## config.mk

```make
export PLATFORM = sky130hd
export DESIGN_NAME = spi_sclk_prescaler
export DESIGN_NICKNAME = d
export VERILOG_FILES = /design/src/rtl/spi_presc_pkg.sv /design/src/rtl/presc_pow2_stage.sv /design/src/rtl/presc_linear_stage.sv /design/src/rtl/spi_sclk_prescaler.sv
export SDC_FILE = /design/constraint.sdc
export NUM_CORES = 1
export LEC_CHECK = 0
export ABC_AREA = 1
export BUFFER_PORTS_ARGS = -buffer_cell sky130_fd_sc_hd__buf_2
export CAP_MARGIN = 5
export CORE_ASPECT_RATIO = 1.5
export CORE_MARGIN = 2
export CORE_UTILIZATION = 50
export DETAILED_ROUTE_END_ITERATION = 16
export PLACE_DENSITY = 0.8
export SLEW_MARGIN = 25
export SYNTH_ARGS = -nofsm -noshare
export SYNTH_HDL_FRONTEND = slang
export SYNTH_HIERARCHICAL = 1
export SYNTH_SLANG_ARGS = --single-unit
```

## constraint.sdc

```tcl
create_clock -name clk -period 1.9 [get_ports clk]
set_clock_uncertainty 0.1 [all_clocks]
set_input_delay 0.095 -clock clk [delete_from_list [all_inputs] [get_ports clk]]
set_output_delay 0.095 -clock clk [all_outputs]
set_load 0.03 [all_outputs]
```

## src/rtl/spi_presc_pkg.sv

```systemverilog
package spi_presc_pkg;
    typedef enum logic [1:0] {
        ST_IDLE  = 2'd0,
        ST_RUN   = 2'd1,
        ST_DRAIN = 2'd2
    } presc_state_t;
endpackage

```

## src/rtl/presc_pow2_stage.sv

```systemverilog
// Power-of-two prescaler: one tick every (2 << div) cycles while running.
module presc_pow2_stage #(
    parameter int DIV_W = 2
) (
    input  logic             clk,
    input  logic             rst_n,
    input  logic             clr,
    input  logic [DIV_W-1:0] div,
    output logic             tick
);
    localparam int PCNT_W = 1 << DIV_W;

    logic [PCNT_W-1:0] pcnt_q;
    logic [PCNT_W-1:0] limit;

    always_comb begin
        limit = {PCNT_W{1'b1}} >> (PCNT_W - 1 - int'(div));
        tick  = !clr && (pcnt_q == limit);
    end

    always_ff @(posedge clk or negedge rst_n) begin
        if (!rst_n)
            pcnt_q <= '0;
        else if (clr)
            pcnt_q <= '0;
        else if (tick)
            pcnt_q <= '0;
        else
            pcnt_q <= pcnt_q + 1'b1;
    end
endmodule

```

## src/rtl/presc_linear_stage.sv

```systemverilog
// Linear stage: signals wrap after (brg+1) ticks.
module presc_linear_stage #(
    parameter int BRG_W = 6
) (
    input  logic             clk,
    input  logic             rst_n,
    input  logic             clr,
    input  logic             tick,
    input  logic [BRG_W-1:0] brg,
    output logic             wrap
);
    logic [BRG_W-1:0] lcnt_q;

    assign wrap = tick && (lcnt_q == brg);

    always_ff @(posedge clk or negedge rst_n) begin
        if (!rst_n)
            lcnt_q <= '0;
        else if (clr)
            lcnt_q <= '0;
        else if (tick)
            lcnt_q <= wrap ? '0 : lcnt_q + 1'b1;
    end
endmodule

```

## src/rtl/spi_sclk_prescaler.sv

```systemverilog
module spi_sclk_prescaler #(
    parameter int DIV_W   = 2,
    parameter int BRG_W   = 6,
    parameter int BRG_MIN = 4
) (
    input  logic             clk,
    input  logic             rst_n,
    input  logic             en,
    input  logic [DIV_W-1:0] div_sel,
    input  logic [BRG_W-1:0] brg_sel,
    output logic             sclk,
    output logic             sclk_lead,
    output logic             sclk_trail
);
    import spi_presc_pkg::*;

    localparam logic [BRG_W-1:0] BRG_FLOOR = BRG_W'(BRG_MIN);

    presc_state_t     state_q, state_d;
    logic [DIV_W-1:0] div_q;
    logic [BRG_W-1:0] brg_q, brg_eff;
    logic             sclk_q, lead_q, trail_q;
    logic             clr, tick, wrap, toggle;

    assign brg_eff = (brg_sel < BRG_FLOOR) ? BRG_FLOOR : brg_sel;
    assign clr     = (state_q == ST_IDLE);

    // Working selects follow the inputs only while idle.
    always_ff @(posedge clk or negedge rst_n) begin
        if (!rst_n) begin
            div_q <= '0;
            brg_q <= BRG_FLOOR;
        end else if (state_q == ST_IDLE) begin
            div_q <= div_sel;
            brg_q <= brg_eff;
        end
    end

    presc_pow2_stage #(.DIV_W(DIV_W)) pow2_i (
        .clk  (clk),
        .rst_n(rst_n),
        .clr  (clr),
        .div  (div_q),
        .tick (tick)
    );

    presc_linear_stage #(.BRG_W(BRG_W)) lin_i (
        .clk  (clk),
        .rst_n(rst_n),
        .clr  (clr),
        .tick (tick),
        .brg  (brg_q),
        .wrap (wrap)
    );

    // Next state and toggle decision.
    always_comb begin
        state_d = state_q;
        toggle  = 1'b0;
        unique case (state_q)
            ST_IDLE: begin
                if (en)
                    state_d = ST_RUN;
            end
            ST_RUN: begin
                toggle = wrap && (en || sclk_q);
                if (!en)
                    state_d = (sclk_q && !wrap) ? ST_DRAIN : ST_IDLE;
            end
            ST_DRAIN: begin
                toggle = wrap;
                if (wrap)
                    state_d = ST_IDLE;
            end
            default: state_d = ST_IDLE;
        endcase
    end

    // State register.
    always_ff @(posedge clk or negedge rst_n) begin
        if (!rst_n)
            state_q <= ST_IDLE;
        else
            state_q <= state_d;
    end

    // Output registers.
    always_ff @(posedge clk or negedge rst_n) begin
        if (!rst_n) begin
            sclk_q  <= 1'b0;
            lead_q  <= 1'b0;
            trail_q <= 1'b0;
        end else begin
            sclk_q  <= sclk_q ^ toggle;
            lead_q  <= toggle && !sclk_q;
            trail_q <= toggle && sclk_q;
        end
    end

    assign sclk       = sclk_q;
    assign sclk_lead  = lead_q;
    assign sclk_trail = trail_q;
endmodule

```

== Yosys cells after proc, flatten, opt, wreduce, memory -nomap -nowiden ==
Cells that the tools add are included.
Word-level totals
  flip-flop bits (word level): 23
  latch bits: 0
  memory bits (writable): 0
  memory bits (read-only): 0
  bits of input ports: 11
  output and inout bits: 3
  logic and storage cells: 46
  memories: 0
Cells by class
  $add $sub $neg: 3
  multiply operators: 0
  div/mod/pow operators: 0
  order comparisons: 1
  eq/ne operators: 7
  shifts and indexed selects: 1
  multiplexer cells: 12
  bitwise gates (word level): 1
  reductions and logical operators: 13
Operators with widths (number)
  4-bit by 32-bit >> shifter with 4-bit output, first input constant: 1
  6-bit 2-to-1 mux: 4
  2-bit 2-to-1 mux: 4
  4-bit 2-to-1 mux: 2
  6-bit by 1-bit adder with 6-bit output, second input constant: 1
  6-bit equality test: 1
  1-bit logical AND: 6
  6-bit by 3-bit < comparator with 1-bit output, second input constant: 1
  2-bit one-hot mux with 3 select lines: 1
  4-bit by 1-bit adder with 4-bit output, second input constant: 1
  4-bit equality test: 1
  2-bit != test, second input constant: 2
  1-bit logical NOT: 3
  3-bit AND reduction: 1
  2-bit by 2-bit subtractor with 3-bit output, first input constant: 1
  2-bit by 1-bit equality test with 1-bit output, second input constant: 1
  2-bit equality test, second input constant: 1
  2-bit logical NOT: 1
  2-bit by 1-bit != test with 1-bit output, second input constant: 1
  1-bit one-hot mux with 2 select lines: 1
  2-bit nonzero test: 1
  1-bit logical OR: 1
  1-bit bitwise XOR: 1

== Depth between registers and ports, before layout ==
Gate-level depths: netlist (run 1).
  depth after elaboration: 10
  mapped depth: 15
  mapped depth without buffers: 15

== Hierarchy ==
The synthesis (run 1) kept the hierarchy.
By module, submodules not included
  spi_sclk_prescaler: times used 1, cells each 69, area an instance 633.1 µm², seq. area each 326.6 µm²
  presc_linear_stage: times used 1, cells each 78, area an instance 459.2 µm², seq. area each 150.1 µm²
  presc_pow2_stage: times used 1, cells each 32, area an instance 245.2 µm², seq. area each 100.1 µm²

== Worst setup path before layout (run 1) ==
Ideal clock, no wire load.
  path kind: register -> register
  start point: register state_q[0]
  end point: register sclk_q (netlist: sclk)
  setup time: 63 ps
  data arrival time: 1968 ps
  data required time: 1737 ps
  path slack: -231 ps
  stages on the path, launching flop included: 15
  path buffers: 0
  clock period less this slack: 2131 ps
  cell sequence: dfrtp_1 inv_1 ha_1 inv_1 nand2_1 nor2_1 and2_1 nand2_1 nor2_1 nand2_1 nor2_1 nand3_1 inv_1 ha_1 inv_1
On the way
  cells in the longest elaborated chain, start to end: 7
  elaborated cells on any way between the ends: 9
  classes of those cells: eq/ne: 2; mux: 1; bitwise: 1; reduce/logical: 5
RTL lines
  start, declared: line spi_sclk_prescaler.sv:19  | presc_state_t state_q, state_d;
  start signal, assigned: line spi_sclk_prescaler.sv:84  | state_q <= state_d;
  2-bit logical NOT *: line spi_sclk_prescaler.sv:26  | assign clr = (state_q == ST_IDLE);
  named net clr: line spi_sclk_prescaler.sv:23  | logic clr, tick, wrap, toggle;
  1-bit logical NOT *: line presc_pow2_stage.sv:18  | tick = !clr && (pcnt_q == limit);
  1-bit logical AND *: line presc_pow2_stage.sv:18
  named net tick: line spi_sclk_prescaler.sv:23
  1-bit logical AND *: line presc_linear_stage.sv:14  | assign wrap = tick && (lcnt_q == brg);
  named net wrap: line spi_sclk_prescaler.sv:23
  1-bit logical AND: line spi_sclk_prescaler.sv:66  | toggle = wrap && (en || sclk_q);
  1-bit one-hot mux with 2 select lines *: line spi_sclk_prescaler.sv:60  | unique case (state_q)
  1-bit bitwise XOR *: line spi_sclk_prescaler.sv:94  | sclk_q <= sclk_q ^ toggle;
  end signal, assigned: line spi_sclk_prescaler.sv:94
  end, declared: line spi_sclk_prescaler.sv:22  | logic sclk_q, lead_q, trail_q;
Mark *: on every way through the listed nets, which the timed path passes. The rest lies on a longest branch.
A chain may end at the register's enable or synchronous reset.

== Final worst setup path (run 1) ==
  start point: register state_q[1]
  end point: register state_q[1]
On the way
  cells in the longest elaborated chain, start to end: 9
  elaborated cells on any way between the ends: 15
  classes of those cells: eq/ne: 5; mux: 3; reduce/logical: 7
RTL lines
  2-bit logical NOT *: line spi_sclk_prescaler.sv:26
  named net clr: line spi_sclk_prescaler.sv:23
  1-bit logical NOT *: line presc_pow2_stage.sv:18
  1-bit logical AND *: line presc_pow2_stage.sv:18
  named net tick: line spi_sclk_prescaler.sv:23
  1-bit logical AND *: line presc_linear_stage.sv:14
  named net wrap: line spi_sclk_prescaler.sv:23
  1-bit logical NOT: line spi_sclk_prescaler.sv:68  | state_d = (sclk_q && !wrap) ? ST_DRAIN : ST_IDLE;
  1-bit logical AND: line spi_sclk_prescaler.sv:68
  2-bit 2-to-1 mux: line spi_sclk_prescaler.sv:68
  2-bit 2-to-1 mux: line spi_sclk_prescaler.sv:67  | if (!en)
  2-bit one-hot mux with 3 select lines: line spi_sclk_prescaler.sv:60
Mark *: on every way through the listed nets, which the timed path passes. The rest lies on a longest branch. The select of a mux whose other input is x is not followed.

==> results.sh, run 1 <==
export IMPL_final_core_util_pct=68.4
export IMPL_htree_num_levels=1
export IMPL_grt_max_degree=24
export IMPL_start_util_pct=51.1
export IMPL_antennaDiodeCount=0
export IMPL_synthMuxAreaShare_pct=0
export IMPL_ir_worst_vdd_mv=0.855
export IMPL_yosys_cell_types_count=25
export IMPL_cts_inserted_buffers=3
export IMPL_viasPerCell=4.99
export IMPL_synth_top_family_by_area="simple AND/OR/NAND/NOR gates"
export IMPL_drc=0
export IMPL_slew_headroom_pct=65.1
export IMPL_fin_ws_ns=-0.0331
export IMPL_post_place_ws_ns=-0.0202
export IMPL_clockBufferDepth=2
export IMPL_ys_flop_type="dfrtp_1"
export IMPL_path_cells="inv_2, ha_4, inv_4, nand2_2, nor2_2, and2_4, nand2_2, nor2_2, nand2_1, nor2_2, inv_1, nand2_2, nand3_2, nand2_2, nand2_2"
export IMPL_totalWireLength_mm=3.31
export IMPL_end_kind="flop"
export IMPL_syn_area_um2=1340
export IMPL_period_share_pct=102
export IMPL_fp_dieW_um=46.2
export IMPL_avgRoutedWirePerCell_um=12.8
export IMPL_criticalPathCategory="reg2reg"
export IMPL_crit_family="simple AND/OR/NAND/NOR gates"
export IMPL_ant_nets=0
export IMPL_multi_input_comb_area_um2=724
export IMPL_ys_ff_latch=23
export IMPL_port_buffers=13
export IMPL_cts_root_buf="clkbuf_8"
export IMPL_ios=14
export IMPL_critPathRequiredTime_ns=1.96
export IMPL_first_global_vias=1218
export IMPL_ys_warn_count=6
export IMPL_clock_sinks=23
export IMPL_die_h_um=67.3
export IMPL_violations="setup timing"
export IMPL_drv_cap=0
export IMPL_leakagePower_nw=0.944
export IMPL_grt_ovfl_total=0
export IMPL_status="finished with violations"
export IMPL_grt_first_pass_wirelength_mm=4.83
export IMPL_synth_compound_area_share_pct=4.30
export IMPL_grt_util_all_layers_pct=21.2
export IMPL_cp_slowest_cell="dfrtp_1"
export IMPL_core_area_um2=2620
export IMPL_max_slew_worst_pin_slew_ns=0.523
export IMPL_synth_nets=198
export IMPL_cts_tree="built"
export IMPL_drt_pass1_iterations=4
export IMPL_n_fill_cell=177
export IMPL_rsz0062_at_grt="true"
export IMPL_gp_congestion=0.793
export IMPL_critPathMaxStageDelay_ns=0.38
export IMPL_clk_latency_ns=0.27
export IMPL_crit_buf_inv=3
export IMPL_path_max_fanout=3
export IMPL_vias=1288
export IMPL_cp_arrival_ns=2.00
export IMPL_hold_viol=0
export IMPL_hold_slack_ns=0.158
export IMPL_syn_avg_cell_area_um2=7.47
export IMPL_drive_above_1_share_pct=30.3
export IMPL_yosysSeqAreaShare_pct=43.1
export IMPL_antenna_found_initial=0
export IMPL_clkSlewWorstSetupHoldPaths_ns=0.08
export IMPL_hp_class="in2reg"
export IMPL_hpwl_mm=1.93
export IMPL_regArea_um2=578
export IMPL_drt_iter0_drc=59
export IMPL_power_density_nw_per_um2=1360
export IMPL_setup_viol=3
export IMPL_rows=23
export IMPL_synth_enable_flop_cells=0
export IMPL_synthCells=179
export IMPL_fin_nets=241
export IMPL_final_max_slew_viol_count=0
export IMPL_synth_simple_area_share_pct=34.5
export IMPL_die_area_um2=3110
export IMPL_synth_adder_area_share_pct=7.48
export IMPL_fmax_mhz=517
export IMPL_fin_crit_ns=1.93
export IMPL_crit_path_start_kind="flop"
export IMPL_cpMostUsedCell="nand2_2"
export IMPL_async_flop_share_pct=100
export IMPL_syn2layout_area_growth_pct=33.9
export IMPL_synthXorXnorAreaFrac_pct=1.96
==> Yosys cell counts, types with 2 or more instances <==
master   number  area share, %
inv_1        25            7.0
dfrtp_1      22             41
a21oi_1       4            1.5
nor2_1       20            5.6
nand2_1      64             18
nand2_2       2           0.94
nand4_1       5            2.3
xor2_1        3            2.0
nand3_1       9            3.4
o21ai_0       3            1.1
ha_1          8            7.5
==> layout by cell type (no fill, tap or decap) <==
| master | Yosys | layout |
|---|---|---|
| o21ai_0 | 3 | 2 |
| nor2_2 | 1 | 4 |
| nand2_2 | 2 | 8 |
| a21oi_1 | 4 | 4 |
| dfstp_2 | 1 | 1 |
| clkbuf_8 | 0 | 3 |
| nor2_4 | 1 | 2 |
| and2_4 | 0 | 1 |
| nand3b_1 | 1 | 1 |
| xor2_1 | 3 | 3 |
| o21ai_2 | 1 | 2 |
| inv_4 | 1 | 2 |
| dlygate4sd3_1 | 0 | 9 |
| inv_2 | 1 | 5 |
| ha_1 | 8 | 5 |
| ha_4 | 0 | 3 |
| nand3_2 | 1 | 2 |
| buf_4 | 0 | 16 |
| inv_1 | 25 | 20 |
| clkinvlp_4 | 0 | 1 |
| nor3_1 | 1 | 1 |
| dfrtp_2 | 0 | 1 |
| nor2_1 | 20 | 16 |
| dfrtp_1 | 22 | 21 |
| a21oi_2 | 1 | 1 |
| nand4_1 | 5 | 5 |
| nand2_4 | 1 | 1 |
| buf_6 | 1 | 1 |
| nand3_1 | 9 | 8 |
| nand2_1 | 64 | 58 |
| o21ai_1 | 1 | 1 |
| buf_2 | 0 | 13 |
==> registers in the layout (all words and copies together) (netlist names) <==
register       cells
brg_q              6
lin_i/lcnt_q       6
pow2_i/pcnt_q      4
div_q              2
state_q            2
sclk               1
sclk_lead          1
sclk_trail         1
==> final cells by class <==
cell class,count,area share (%)
repair buffers,39,16.0
clock buffers,3,2.31
multi-input cells,128,40.5
inverters,27,5.94
well taps,37,2.59
flip-flops and latches,23,32.3
clock inverters,1,0.419
==> report_power, final <==
| group | total, mW | internal (mW) | leakage, nW | switching [mW] |
|---|---|---|---|---|
| Combinational | 1.32 | 0.567 | 0.629 | 0.752 |
| Sequential | 0.801 | 0.647 | 0.294 | 0.155 |
| Clock | 0.318 | 0.149 | 0.0217 | 0.170 |
==> worst register-to-register path: stages (launching register included) <==
cell and delay, ns:
dfrtp_1 0.38, inv_2 0.06, ha_4 0.17, inv_4 0.06, nand2_2 0.04, nor2_2 0.09
and2_4 0.15, nand2_2 0.05, nor2_2 0.11, nand2_1 0.08, nor2_2 0.12, inv_1 0.08
nand2_2 0.10, nand3_2 0.09, nand2_2 0.09, nand2_2 0.05
==> path summary, 6_finish.rpt <==
check                                 from         endpoint  slack, ns  depth (start not counted)
max in group asynchronous            rst_n         div_q[1]       1.09                          2
worst max register to register  state_q[1]       state_q[1]      -0.03                         15
worst min-delay path                    en       state_q[0]       0.16                          5
worst min register to register    brg_q[5]         brg_q[5]       0.41                          2
worst max-delay path            state_q[1]       state_q[1]      -0.03                         15
min in group asynchronous            rst_n  lin_i/lcnt_q[3]       0.23                          2
==> cells by family after synthesis <==
family,count (synthesis)
adders and majority gates,8
buffers and inverters,28
DFF,23
AOI/OAI and AO/OA,10
xor gates and xnor gates,3
and+or+nand+nor,107
==> per-layer routing <==
| layer | GRT usage (%) | part of all wire (%) | vias to the layer above |
|---|---|---|---|
| met5 | 0 | 0 | - |
| met4 | 6.79 | 1.9 | 0 |
| met3 | 1.87 | 3.4 | 8 |
| met1 | 23.5 | 38 | 608 |
| met2 | 40.3 | 56 | 38 |
| li1 | - | - | 634 |
==> per-stage QoR <==
stage	power [mW]	setup TNS, ns	instance area [um^2]	cells
floorplan	1.55	0	1360	179
global placement	1.78	0	1500	234
detailed placement	1.80	-0.0202	1500	234
CTS	2.23	0	1690	254
global route	2.62	-0.568	1790	258
finish	2.44	-0.0528	1790	258
==> timing repair <==
| item | CTS | global route |
|---|---|---|
| gates resized for setup | 1 | 19 |
| pin swaps | 6 | 17 |
| hold endpoints to repair | 30 | 0 |
| hold buffers | 9 | 0 |
| setup endpoints to repair | 3 | 9 |
| cloned | 0 | 0 |
| setup buffers | 7 | 4 |
Power figures use the tool's default switching activity.
==> run 2: changes to the inputs <==
--- a/config.mk
+++ b/config.mk
@@ -8,11 +8,13 @@
 export ABC_AREA = 1
 export BUFFER_PORTS_ARGS = -buffer_cell sky130_fd_sc_hd__buf_2
 export CAP_MARGIN = 5
+export CELL_PAD_IN_SITES_DETAIL_PLACEMENT = 1
+export CELL_PAD_IN_SITES_GLOBAL_PLACEMENT = 1
 export CORE_ASPECT_RATIO = 1.5
 export CORE_MARGIN = 2
-export CORE_UTILIZATION = 50
+export CORE_UTILIZATION = 38
 export DETAILED_ROUTE_END_ITERATION = 16
-export PLACE_DENSITY = 0.8
+export PLACE_DENSITY = 0.82
 export SLEW_MARGIN = 25
 export SYNTH_ARGS = -nofsm -noshare
 export SYNTH_HDL_FRONTEND = slang
==> results.sh, run 2 (same netlist as run 1, synthesis figures left out) <==
export IMPL_reg_largest_list="brg_q (6), lin_i/lcnt_q (6), pow2_i/pcnt_q (4)"
export IMPL_final_cell_mix="nand2_1 (60), dfrtp_1 (21), inv_1 (20)"
export IMPL_cpMostUsedCell="inv_2"
export IMPL_path_cells="inv_2, ha_4, inv_4, nand2_2, nor2_4, and2_4, nand2_2, nor2_2, nand2_1, nor2_2, nand3_1, inv_2, ha_4, inv_2"
export IMPL_cp_slowest_cell="dfrtp_1"
export IMPL_clock_sinks=23
export IMPL_post_place_ws_ns=-0.112
export IMPL_port_buffers=13
export IMPL_fmax_mhz=496
export IMPL_grt_ovfl_total=0
export IMPL_period_share_pct=106
export IMPL_max_slew_worst_pin_slew_ns=0.529
export IMPL_clkSlewWorstSetupHoldPaths_ns=0.08
export IMPL_critPathMaxStageDelay_ns=0.38
export IMPL_crit_buf_inv=4
export IMPL_grt_max_degree=24
export IMPL_die_h_um=76.7
export IMPL_finalSetupTns_ns=-0.560
export IMPL_first_global_vias=1333
export IMPL_fin_ws_ns=-0.115
export IMPL_antennaDiodeCount=0
export IMPL_cp_arrival_ns=2.12
export IMPL_core_area_um2=3380
export IMPL_n_fill_cell=425
export IMPL_totalWireLength_mm=3.95
export IMPL_avgRoutedWirePerCell_um=15.1
export IMPL_criticalPathCategory="reg2reg"
export IMPL_fp_dieW_um=52.4
export IMPL_final_common_cell="nand2_1"
export IMPL_ios=14
export IMPL_switching_share_pct=45.1
export IMPL_switching_power_mw=1.11
export IMPL_antenna_found_initial=0
export IMPL_clk_latency_ns=0.26
export IMPL_die_area_um2=4020
export IMPL_status="finished with violations"
export IMPL_leakagePower_nw=0.932
export IMPL_drv_cap=0
export IMPL_grt_util_all_layers_pct=19.2
export IMPL_drt_iter0_drc=16
export IMPL_final_core_util_pct=51.9
export IMPL_r2r_slack_ns=-0.11
export IMPL_clock_power_share_pct=12.3
export IMPL_regArea_um2=578
export IMPL_drc=0
export IMPL_htree_num_levels=1
export IMPL_drive_above_1_share_pct=27.9
export IMPL_fin_crit_ns=2.01
export IMPL_path_max_fanout=3
export IMPL_grt_first_pass_wirelength_mm=5.89
export IMPL_start_util_pct=39.5
export IMPL_cts_tree="built"
export IMPL_ant_nets=0
export IMPL_multi_input_comb_area_um2=708
export IMPL_hold_viol=0
export IMPL_crit_family="simple AND/OR/NAND/NOR gates"
export IMPL_final_max_slew_viol_count=0
export IMPL_fin_nets=239
export IMPL_gp_congestion=0.786
export IMPL_power_density_nw_per_um2=1410
export IMPL_viasPerCell=5.07
export IMPL_rsz0062_at_grt="true"
export IMPL_drt_pass1_iterations=4
export IMPL_vias=1322
export IMPL_rows=26
export IMPL_crit_path_start_kind="flop"
export IMPL_slew_headroom_pct=64.7
export IMPL_violations="setup timing"
export IMPL_end_kind="flop"
export IMPL_ir_worst_vdd_mv=0.706
export IMPL_setup_viol=8
export IMPL_comb_power_share_pct=54.7
export IMPL_cts_root_buf="clkbuf_8"
export IMPL_cts_inserted_buffers=3
export IMPL_hp_class="in2reg"
export IMPL_clockBufferDepth=2
export IMPL_critPathRequiredTime_ns=2.01
export IMPL_p_int_mw=1.36
export IMPL_hpwl_mm=2.47
export IMPL_syn2layout_area_growth_pct=31.2
export IMPL_pwr_share_seq_pct=33.0
==> run 2: through the flow <==
stage                     total power, mW  cells  hold WS (ns)  instance area, um^2
after global placement               1.78    239      -0.00866                 1510
after global routing                 2.67    261        0.0129                 1760
after floorplan                      1.55    179        -0.301                 1360
after detailed placement             1.85    239       0.00919                 1510
final                                2.47    261        0.0129                 1760
after CTS                            2.29    256       0.00986                 1680
==> run 2: path summary, 6_finish.rpt <==
| check | start | to | depth (start not counted) |
|---|---|---|---|
| worst max-delay path | state_q[0] | sclk | 14 |
| worst min-delay path | brg_sel[2] | brg_q[2] | 3 |
| worst max register to register | state_q[0] | sclk | 14 |
| worst min register to register | brg_q[5] | brg_q[5] | 2 |
| max in group asynchronous | rst_n | div_q[1] | 2 |
| min in group asynchronous | rst_n | lin_i/lcnt_q[3] | 2 |
==> run 2: area by class of cell <==
cell class | count | share of cell area, %
tap | 42 | 2.99
multi-input combinational | 128 | 40.3
timing repair buffer | 37 | 15.1
clock buffer | 4 | 2.57
inverter | 27 | 6.06
sequential | 23 | 32.9
==> run 2: metal layers <==
metal  part of all wire (%)  vias to the layer above  global-route usage, %
li1                       -                      629                      -
met1                     40                      653                   23.4
met2                     55                       26                   34.0
met3                    1.8                       14                   1.75
met4                    3.2                        0                   6.41
met5                      0                        -                      0
==> run 2: power groups by stage <==
stage / Combinational [mW] / Clock (mW) / Sequential (mW)
global placement: 0.984 / 0 / 0.793
global route: 1.51 / 0.331 / 0.838
CTS: 1.17 / 0.314 / 0.799
floorplan: 0.770 / 0 / 0.779
detailed placement: 1.04 / 0 / 0.807
finish: 1.35 / 0.304 / 0.815
==> run 2: worst min-delay path, stage by stage <==
cell and delay, ns:
buf_2 0.11, nor2_2 0.11, a21oi_2 0.06
==> run 2: repair_timing <==
item	in CTS	in global routing
gates resized for setup	5	11
endpoints found under the hold margin	29	0
pin swaps	11	14
hold buffers	8	0
endpoints found under the setup margin	7	9
buffers inserted	5	6
gates cloned	0	0
